--- config.mk ---
export PLATFORM = sky130hd
export DESIGN_NAME = pipe6_hazard_ctrl
export DESIGN_NICKNAME = d
export VERILOG_FILES = /design/src/rtl/p6_pkg.sv /design/src/rtl/p6_stage_slot.sv /design/src/rtl/p6_hazard_arb.sv /design/src/rtl/p6_tag_gen.sv /design/src/rtl/pipe6_hazard_ctrl.sv
export SDC_FILE = /design/constraint.sdc
export NUM_CORES = 1
export LEC_CHECK = 0
export ABC_AREA = 1
export BUFFER_PORTS_ARGS = -buffer_cell sky130_fd_sc_hd__buf_2
export CORE_MARGIN = 2
export CORE_UTILIZATION = 30
export CTS_CLUSTER_DIAMETER = 30
export DETAILED_ROUTE_END_ITERATION = 6
export PLACE_DENSITY_LB_ADDON = 0.2
export SYNTH_ARGS = -nofsm -noshare
export SYNTH_HDL_FRONTEND = slang
export SYNTH_SLANG_ARGS = --single-unit
--- constraint.sdc ---
create_clock -name clk -period 1.1 [get_ports clk]
set_input_delay 0.055 -clock clk [delete_from_list [all_inputs] [get_ports clk]]
set_output_delay 0.055 -clock clk [all_outputs]
set_load 0.1 [all_outputs]
--- src/rtl/p6_pkg.sv ---
package p6_pkg;
  localparam int P6_STAGES = 6;

  // stage order is behaviour: index 0 is the youngest
  typedef enum logic [2:0] {
    ST_FI = 3'd0,
    ST_DI = 3'd1,
    ST_CO = 3'd2,
    ST_FO = 3'd3,
    ST_EI = 3'd4,
    ST_WO = 3'd5
  } p6_stage_e;

  localparam int IDX_FI = int'(ST_FI);
  localparam int IDX_FO = int'(ST_FO);
  localparam int IDX_WO = int'(ST_WO);
endpackage

--- src/rtl/p6_stage_slot.sv ---
module p6_stage_slot #(
  parameter int TAG_W = 4
) (
  input  logic             clk,
  input  logic             rst_n,
  input  logic             flush_i,
  input  logic             load_i,
  input  logic             hold_i,
  input  logic             up_vld_i,
  input  logic [TAG_W-1:0] up_tag_i,
  input  logic             up_fo_i,
  input  logic             up_wo_i,
  input  logic             up_br_i,
  output logic             vld_o,
  output logic [TAG_W-1:0] tag_o,
  output logic             fo_o,
  output logic             wo_o,
  output logic             br_o
);
  logic             vld_q, vld_d;
  logic [TAG_W-1:0] tag_q;
  logic             fo_q, wo_q, br_q;
  logic             dat_en;

  always_comb begin
    dat_en = load_i & ~flush_i;
    if (flush_i)     vld_d = 1'b0;
    else if (load_i) vld_d = up_vld_i;
    else if (hold_i) vld_d = vld_q;
    else             vld_d = 1'b0;
  end

  always_ff @(posedge clk or negedge rst_n) begin
    if (!rst_n) begin
      vld_q <= 1'b0;
      tag_q <= '0;
      fo_q  <= 1'b0;
      wo_q  <= 1'b0;
      br_q  <= 1'b0;
    end else begin
      vld_q <= vld_d;
      if (dat_en) begin
        tag_q <= up_tag_i;
        fo_q  <= up_fo_i;
        wo_q  <= up_wo_i;
        br_q  <= up_br_i;
      end
    end
  end

  assign vld_o = vld_q;
  assign tag_o = tag_q;
  assign fo_o  = fo_q;
  assign wo_o  = wo_q;
  assign br_o  = br_q;
endmodule

--- src/rtl/p6_hazard_arb.sv ---
module p6_hazard_arb (
  input  logic clk,
  input  logic rst_n,
  input  logic fetch_avail_i,
  input  logic br_taken_i,
  input  logic fi_vld_i,
  input  logic fo_vld_i,
  input  logic fo_mem_i,
  input  logic wo_vld_i,
  input  logic wo_br_i,
  output logic fo_busy_o,
  output logic flush_o,
  output logic fetch_stall_o,
  output logic fi_go_o,
  output logic accept_o,
  output logic redirect_o
);
  logic port_taken;
  logic redir_q;

  always_comb begin
    port_taken    = fo_vld_i & fo_mem_i;
    flush_o       = wo_vld_i & wo_br_i & br_taken_i;
    fetch_stall_o = fi_vld_i & port_taken & ~flush_o;
    fi_go_o       = fi_vld_i & ~port_taken & ~flush_o;
    accept_o      = fetch_avail_i & ~flush_o & ~(fi_vld_i & port_taken);
    fo_busy_o     = port_taken;
  end

  always_ff @(posedge clk or negedge rst_n) begin
    if (!rst_n) redir_q <= 1'b0;
    else        redir_q <= flush_o;
  end

  assign redirect_o = redir_q;
endmodule

--- src/rtl/p6_tag_gen.sv ---
module p6_tag_gen #(
  parameter int TAG_W = 4
) (
  input  logic             clk,
  input  logic             rst_n,
  input  logic             adv_i,
  output logic [TAG_W-1:0] tag_o
);
  logic [TAG_W-1:0] cnt_q, cnt_d;

  always_comb cnt_d = cnt_q + TAG_W'(1);

  always_ff @(posedge clk or negedge rst_n) begin
    if (!rst_n)     cnt_q <= '0;
    else if (adv_i) cnt_q <= cnt_d;
  end

  assign tag_o = cnt_q;
endmodule

--- src/rtl/pipe6_hazard_ctrl.sv ---
module pipe6_hazard_ctrl
  import p6_pkg::*;
#(
  parameter int TAG_W = 4
) (
  input  logic                         clk,
  input  logic                         rst_n,
  input  logic                         fetch_avail_i,
  input  logic                         fetch_uses_fo_i,
  input  logic                         fetch_uses_wo_i,
  input  logic                         fetch_is_br_i,
  input  logic                         br_taken_i,
  output logic [P6_STAGES-1:0]         stage_valid_o,
  output logic [P6_STAGES*TAG_W-1:0]   stage_tag_o,
  output logic                         fetch_stall_o,
  output logic                         flush_o,
  output logic                         redirect_o,
  output logic                         fo_mem_rd_o,
  output logic                         wo_write_o,
  output logic                         retire_o,
  output logic [TAG_W-1:0]             retire_tag_o
);
  localparam int NS = P6_STAGES;

  logic [NS-1:0]    vld, fo, wo, br;
  logic [NS-1:0]    up_vld, up_fo, up_wo, up_br, ld, hd;
  logic [TAG_W-1:0] tag    [NS];
  logic [TAG_W-1:0] up_tag [NS];
  logic [TAG_W-1:0] nxt_tag;
  logic             fo_busy, fi_go, accept;

  p6_hazard_arb u_arb (
    .clk          (clk),
    .rst_n        (rst_n),
    .fetch_avail_i(fetch_avail_i),
    .br_taken_i   (br_taken_i),
    .fi_vld_i     (vld[IDX_FI]),
    .fo_vld_i     (vld[IDX_FO]),
    .fo_mem_i     (fo[IDX_FO]),
    .wo_vld_i     (vld[IDX_WO]),
    .wo_br_i      (br[IDX_WO]),
    .fo_busy_o    (fo_busy),
    .flush_o      (flush_o),
    .fetch_stall_o(fetch_stall_o),
    .fi_go_o      (fi_go),
    .accept_o     (accept),
    .redirect_o   (redirect_o)
  );

  p6_tag_gen #(.TAG_W(TAG_W)) u_tag (
    .clk  (clk),
    .rst_n(rst_n),
    .adv_i(accept),
    .tag_o(nxt_tag)
  );

  // upstream selection: stage 0 takes the offered instruction,
  // stage 1 takes the fetch slot only when it has won the port,
  // later stages shift every cycle
  always_comb begin
    up_vld[0] = 1'b1;
    up_tag[0] = nxt_tag;
    up_fo[0]  = fetch_uses_fo_i;
    up_wo[0]  = fetch_uses_wo_i;
    up_br[0]  = fetch_is_br_i;
    ld[0]     = accept;
    hd[0]     = ~fi_go;
    for (int i = 1; i < NS; i++) begin
      up_vld[i] = vld[i-1];
      up_tag[i] = tag[i-1];
      up_fo[i]  = fo[i-1];
      up_wo[i]  = wo[i-1];
      up_br[i]  = br[i-1];
      ld[i]     = (i == 1) ? fi_go : 1'b1;
      hd[i]     = 1'b0;
    end
  end

  for (genvar g = 0; g < NS; g++) begin : g_stage
    p6_stage_slot #(.TAG_W(TAG_W)) u_slot (
      .clk     (clk),
      .rst_n   (rst_n),
      .flush_i (flush_o),
      .load_i  (ld[g]),
      .hold_i  (hd[g]),
      .up_vld_i(up_vld[g]),
      .up_tag_i(up_tag[g]),
      .up_fo_i (up_fo[g]),
      .up_wo_i (up_wo[g]),
      .up_br_i (up_br[g]),
      .vld_o   (vld[g]),
      .tag_o   (tag[g]),
      .fo_o    (fo[g]),
      .wo_o    (wo[g]),
      .br_o    (br[g])
    );
    assign stage_tag_o[g*TAG_W +: TAG_W] = tag[g];
  end

  assign stage_valid_o = vld;
  assign fo_mem_rd_o   = fo_busy;
  assign wo_write_o    = vld[IDX_WO] & wo[IDX_WO];
  assign retire_o      = vld[IDX_WO];
  assign retire_tag_o  = tag[IDX_WO];
endmodule

==> impl_metrics.csv <==
group,metric,value,unit
grt,antenna_found_initial,0,
synth,synth_area,2079,um^2
drt,routed_wl,5196,um
drt,remaining_drc_errors,0,
finish,fin_util,56.57,%
place,dpl.cell_count,347,
finish,num_antenna_cells,0,
setup_path,critPathSlowestCell,"dfrtp_4",
synth,yosys-top-cells-area,"dfrtp_1 61%, nand2_1 14%, o21ai_0 5.8%, buf_4 4.7%, inv_1 4.2%",
floorplanning,start_util,30.78,%
synth,async_flop_share,100.0,%
synth,synth_area_per_cell,9.325,um^2
synth,synthCells,223,
finish,fin_cells,380,
sta,rsz0062_at_grt,"true",
floorplanning,die_h,87.26,um
setup_path,arrival,1.27,ns
sta,hold_violations,0,
clock_network,htree_levels,2,
sta,post-route-period-util,120.0,%
drt,avgViaCountPerCell,4.563,
worst_hold_path,hold_depth,3,
setup_path,rr_worst_depth,7,
sta,slew_headroom,81.70,%
clock_network,clock_sinks,51,
clock_network,cts_buffer_depth,2,
synth,synth_common_cells,"77 x nand2_1, 51 x dfrtp_1, 24 x o21ai_0",
floorplanning,boundaryPins,47,
worst_hold_path,hold_path.class,"input pin to register",
place,place_hpwl,2977,um
sta,fin_crit,1.320,ns
sta,fmax,757.3,MHz
finish,multi_input_area,819.5,um^2
worst_hold_path,holdPathEnd,"g_stage[0].u_slot.wo_o$_DFFE_PN0P_",
place,place_ws,-0.03349,ns
place,place_area,3067,um^2
drt,vias,1734,
clock_network,cts_tree,"done",
drt,first_pass_iters,4,
synth,synth_compound_area_share,5.776,%
synth,yosys.area.top_type,"dfrtp_1",
synth,synth.net_count,231,
setup_path,slowest_delay,0.51,ns
floorplanning,dieArea,7613,um^2
grt,grt_max_degree,52,
synth,synth_edf_count,0,
clock_network,clk_latency,0.31,ns
synth,post-synth-top-area-fraction,61.37,%
synth,yosysMostFrequentCell,"nand2_1",
setup_path,crit_top_cell,"buf_12",
finish,areaGrowthSynthToFinish,83.81,%
floorplanning,fp.dieW,87.26,um
setup_path,reg2reg_slack,-0.17,ns
finish,regArea,1301,um^2
sta,skew,0.007154,ns
worst_hold_path,min-delay-start,"fetch_uses_wo_i",
finish,final_layout_size_suffix_gt1_share,57.33,%
setup_path,path_class,"register to output pin",
setup_path,path_max_fanout,4,
synth,netlist-cell-type-count,17,
clock_network,cts_buffers,5,
synth,yosys.area_share.simple,21.00,%
place,gp_congestion,0.7948,
synth,ys_warn_count,0,
synth,ys_seq_area_share,61.37,%
clock_network,clkTransAtPathRegs,0.09,ns
finish,fin_area,3822,um^2
clock_network,cts_root_buf,"clkbuf_8",
run_status,outcome,"complete, but fails checks",
synth,synthFlopType,"dfrtp_1",
grt,grt_pass1_vias,1709,
floorplanning,core,6756,um^2
grt,grt_overflow_total,0,
sta,setup_viol,44,
sta,setup_ws,-0.2204,ns
grt,grt_first_pass_wirelength,8114,um
run_status,violations,"setup timing",
setup_path,reg2reg_to,"g_stage[5].u_slot.tag_o[3]$_DFFE_PN0N_",
floorplanning,rows,30,
finish,fillerInstances,537,
setup_path,rr_startpoint,"g_stage[5].u_slot.vld_o$_DFF_PN0_",
synth,ys_ff_latch,51,
synth,yosys.area_share.xor_xnor,0.4212,%
setup_path,crit_family,"flip-flops",
drt,drt_iter0_markers,111,
synth,synthAdderAreaFrac,0.6017,%
synth,synth_top_family_by_area,"simple AND/OR/NAND/NOR gates",
sta,finalMaxSlewViolations,0,
synth,synthMuxAreaShare,0,%
grt,track_usage,13.64,%
flow_run,cap_viol_max_count,0,
finish,final_nets,307,
setup_path,cp-end-kind,"output pin",
setup_path,critPathLaunchType,"register",
sta,tightest_slew,0.2745,ns
drt,antenna_left,0,
setup_path,worstPathCellList,"nand3_4, inv_6, buf_12, buf_12",
place,io_buffer_count,46,
setup_path,timing.critical_path.buf_inv,3,
setup_path,required,1.04,ns
drt,post_drt_wl_per_cell,13.67,um
[routing by layer]
metal  track usage (%)  part of all wire [%]
met5                 0                     0
met4             5.594                   1.5
met3             3.223                   3.4
met2             21.83                    53
met1             17.76                    42
[stage by stage]
step	setup TNS, ns	hold slack [ns]
floorplan	-10.72	-0.2406
global placement	0	0.06933
detailed placement	-0.1524	0.07230
CTS	-3.097	0.002539
global route	-6.391	0.007524
finish	-4.473	0.009533
[worst max path at each step]
stage	from	to	slack [ns]	cells past startpoint
3_3_place_gp	g_stage[0].u_slot.vld_o$_DFFE_PN0P_	fetch_stall_o	0.02	4
6_report	g_stage[5].u_slot.vld_o$_DFF_PN0_	flush_o	-0.22	4
2_1_floorplan	g_stage[5].u_slot.vld_o$_DFF_PN0_	fetch_stall_o	-0.45	4
4_1_cts	g_stage[5].u_slot.vld_o$_DFF_PN0_	wo_write_o	-0.22	4
5_1_grt	g_stage[3].u_slot.vld_o$_DFF_PN0_	fetch_stall_o	-0.27	4
3_5_place_dp	g_stage[5].u_slot.vld_o$_DFF_PN0_	g_stage[1].u_slot.fo_o$_DFFE_PN0P_	-0.03	5
[repair_timing]
item                                    CTS  global route
pin swaps                                13            10
endpoints found under the hold margin    53             0
gates resized for setup                  65            71
setup buffers                            12             6
hold buffers                              3             0
endpoints found under the setup margin   16            58
gates cloned                              2             4
[cell usage in the layout (no fill, tap or decap), drive strengths merged, types with 2 or more instances in the layout]
cell type,count
nor2,3
inv,23
dfrtp,51
buf,83
nand2,78
dlygate4sd3,3
clkinv,2
nand4,10
nand3,11
o21ai,24
clkbuf,8
[final cells by class]
cell class	instances	area share, %
clock buffer	5	1.800
clock inverter	3	1.146
inverter	24	2.586
multi-input combinational	128	21.44
sequential	51	34.04
tap	80	2.619
timing repair buffer	89	36.37
[sequential cells by signal (all words and copies together), names as in the netlist]
| signal | flops |
|---|---|
| g_stage.u_slot.tag_o | 24 |
| g_stage.u_slot.vld_o | 6 |
| g_stage.u_slot.fo_o | 4 |
| u_tag.tag_o | 4 |
| g_stage.u_slot.br_o | 6 |
| g_stage.u_slot.wo_o | 6 |
| u_arb.redirect_o | 1 |
[worst register-to-register path, cell delays in order, from the launching register on]
cell and delay [ns]:
dfrtp_4 0.51, nand3_4 0.11, inv_6 0.06, buf_12 0.13
buf_6 0.11, clkbuf_16 0.15, nand2_4 0.04, o21ai_1 0.05
[logic make-up after synthesis]
group / count (synthesis)
xor+xnor: 1
simple gates: 102
flops: 51
compound gates: 24
buf+inv: 44
fa+ha+maj: 1
Power is left out: the tool's default activity adds up to more than one toggle a clock period on the data nets, which glitch-free logic cannot reach.
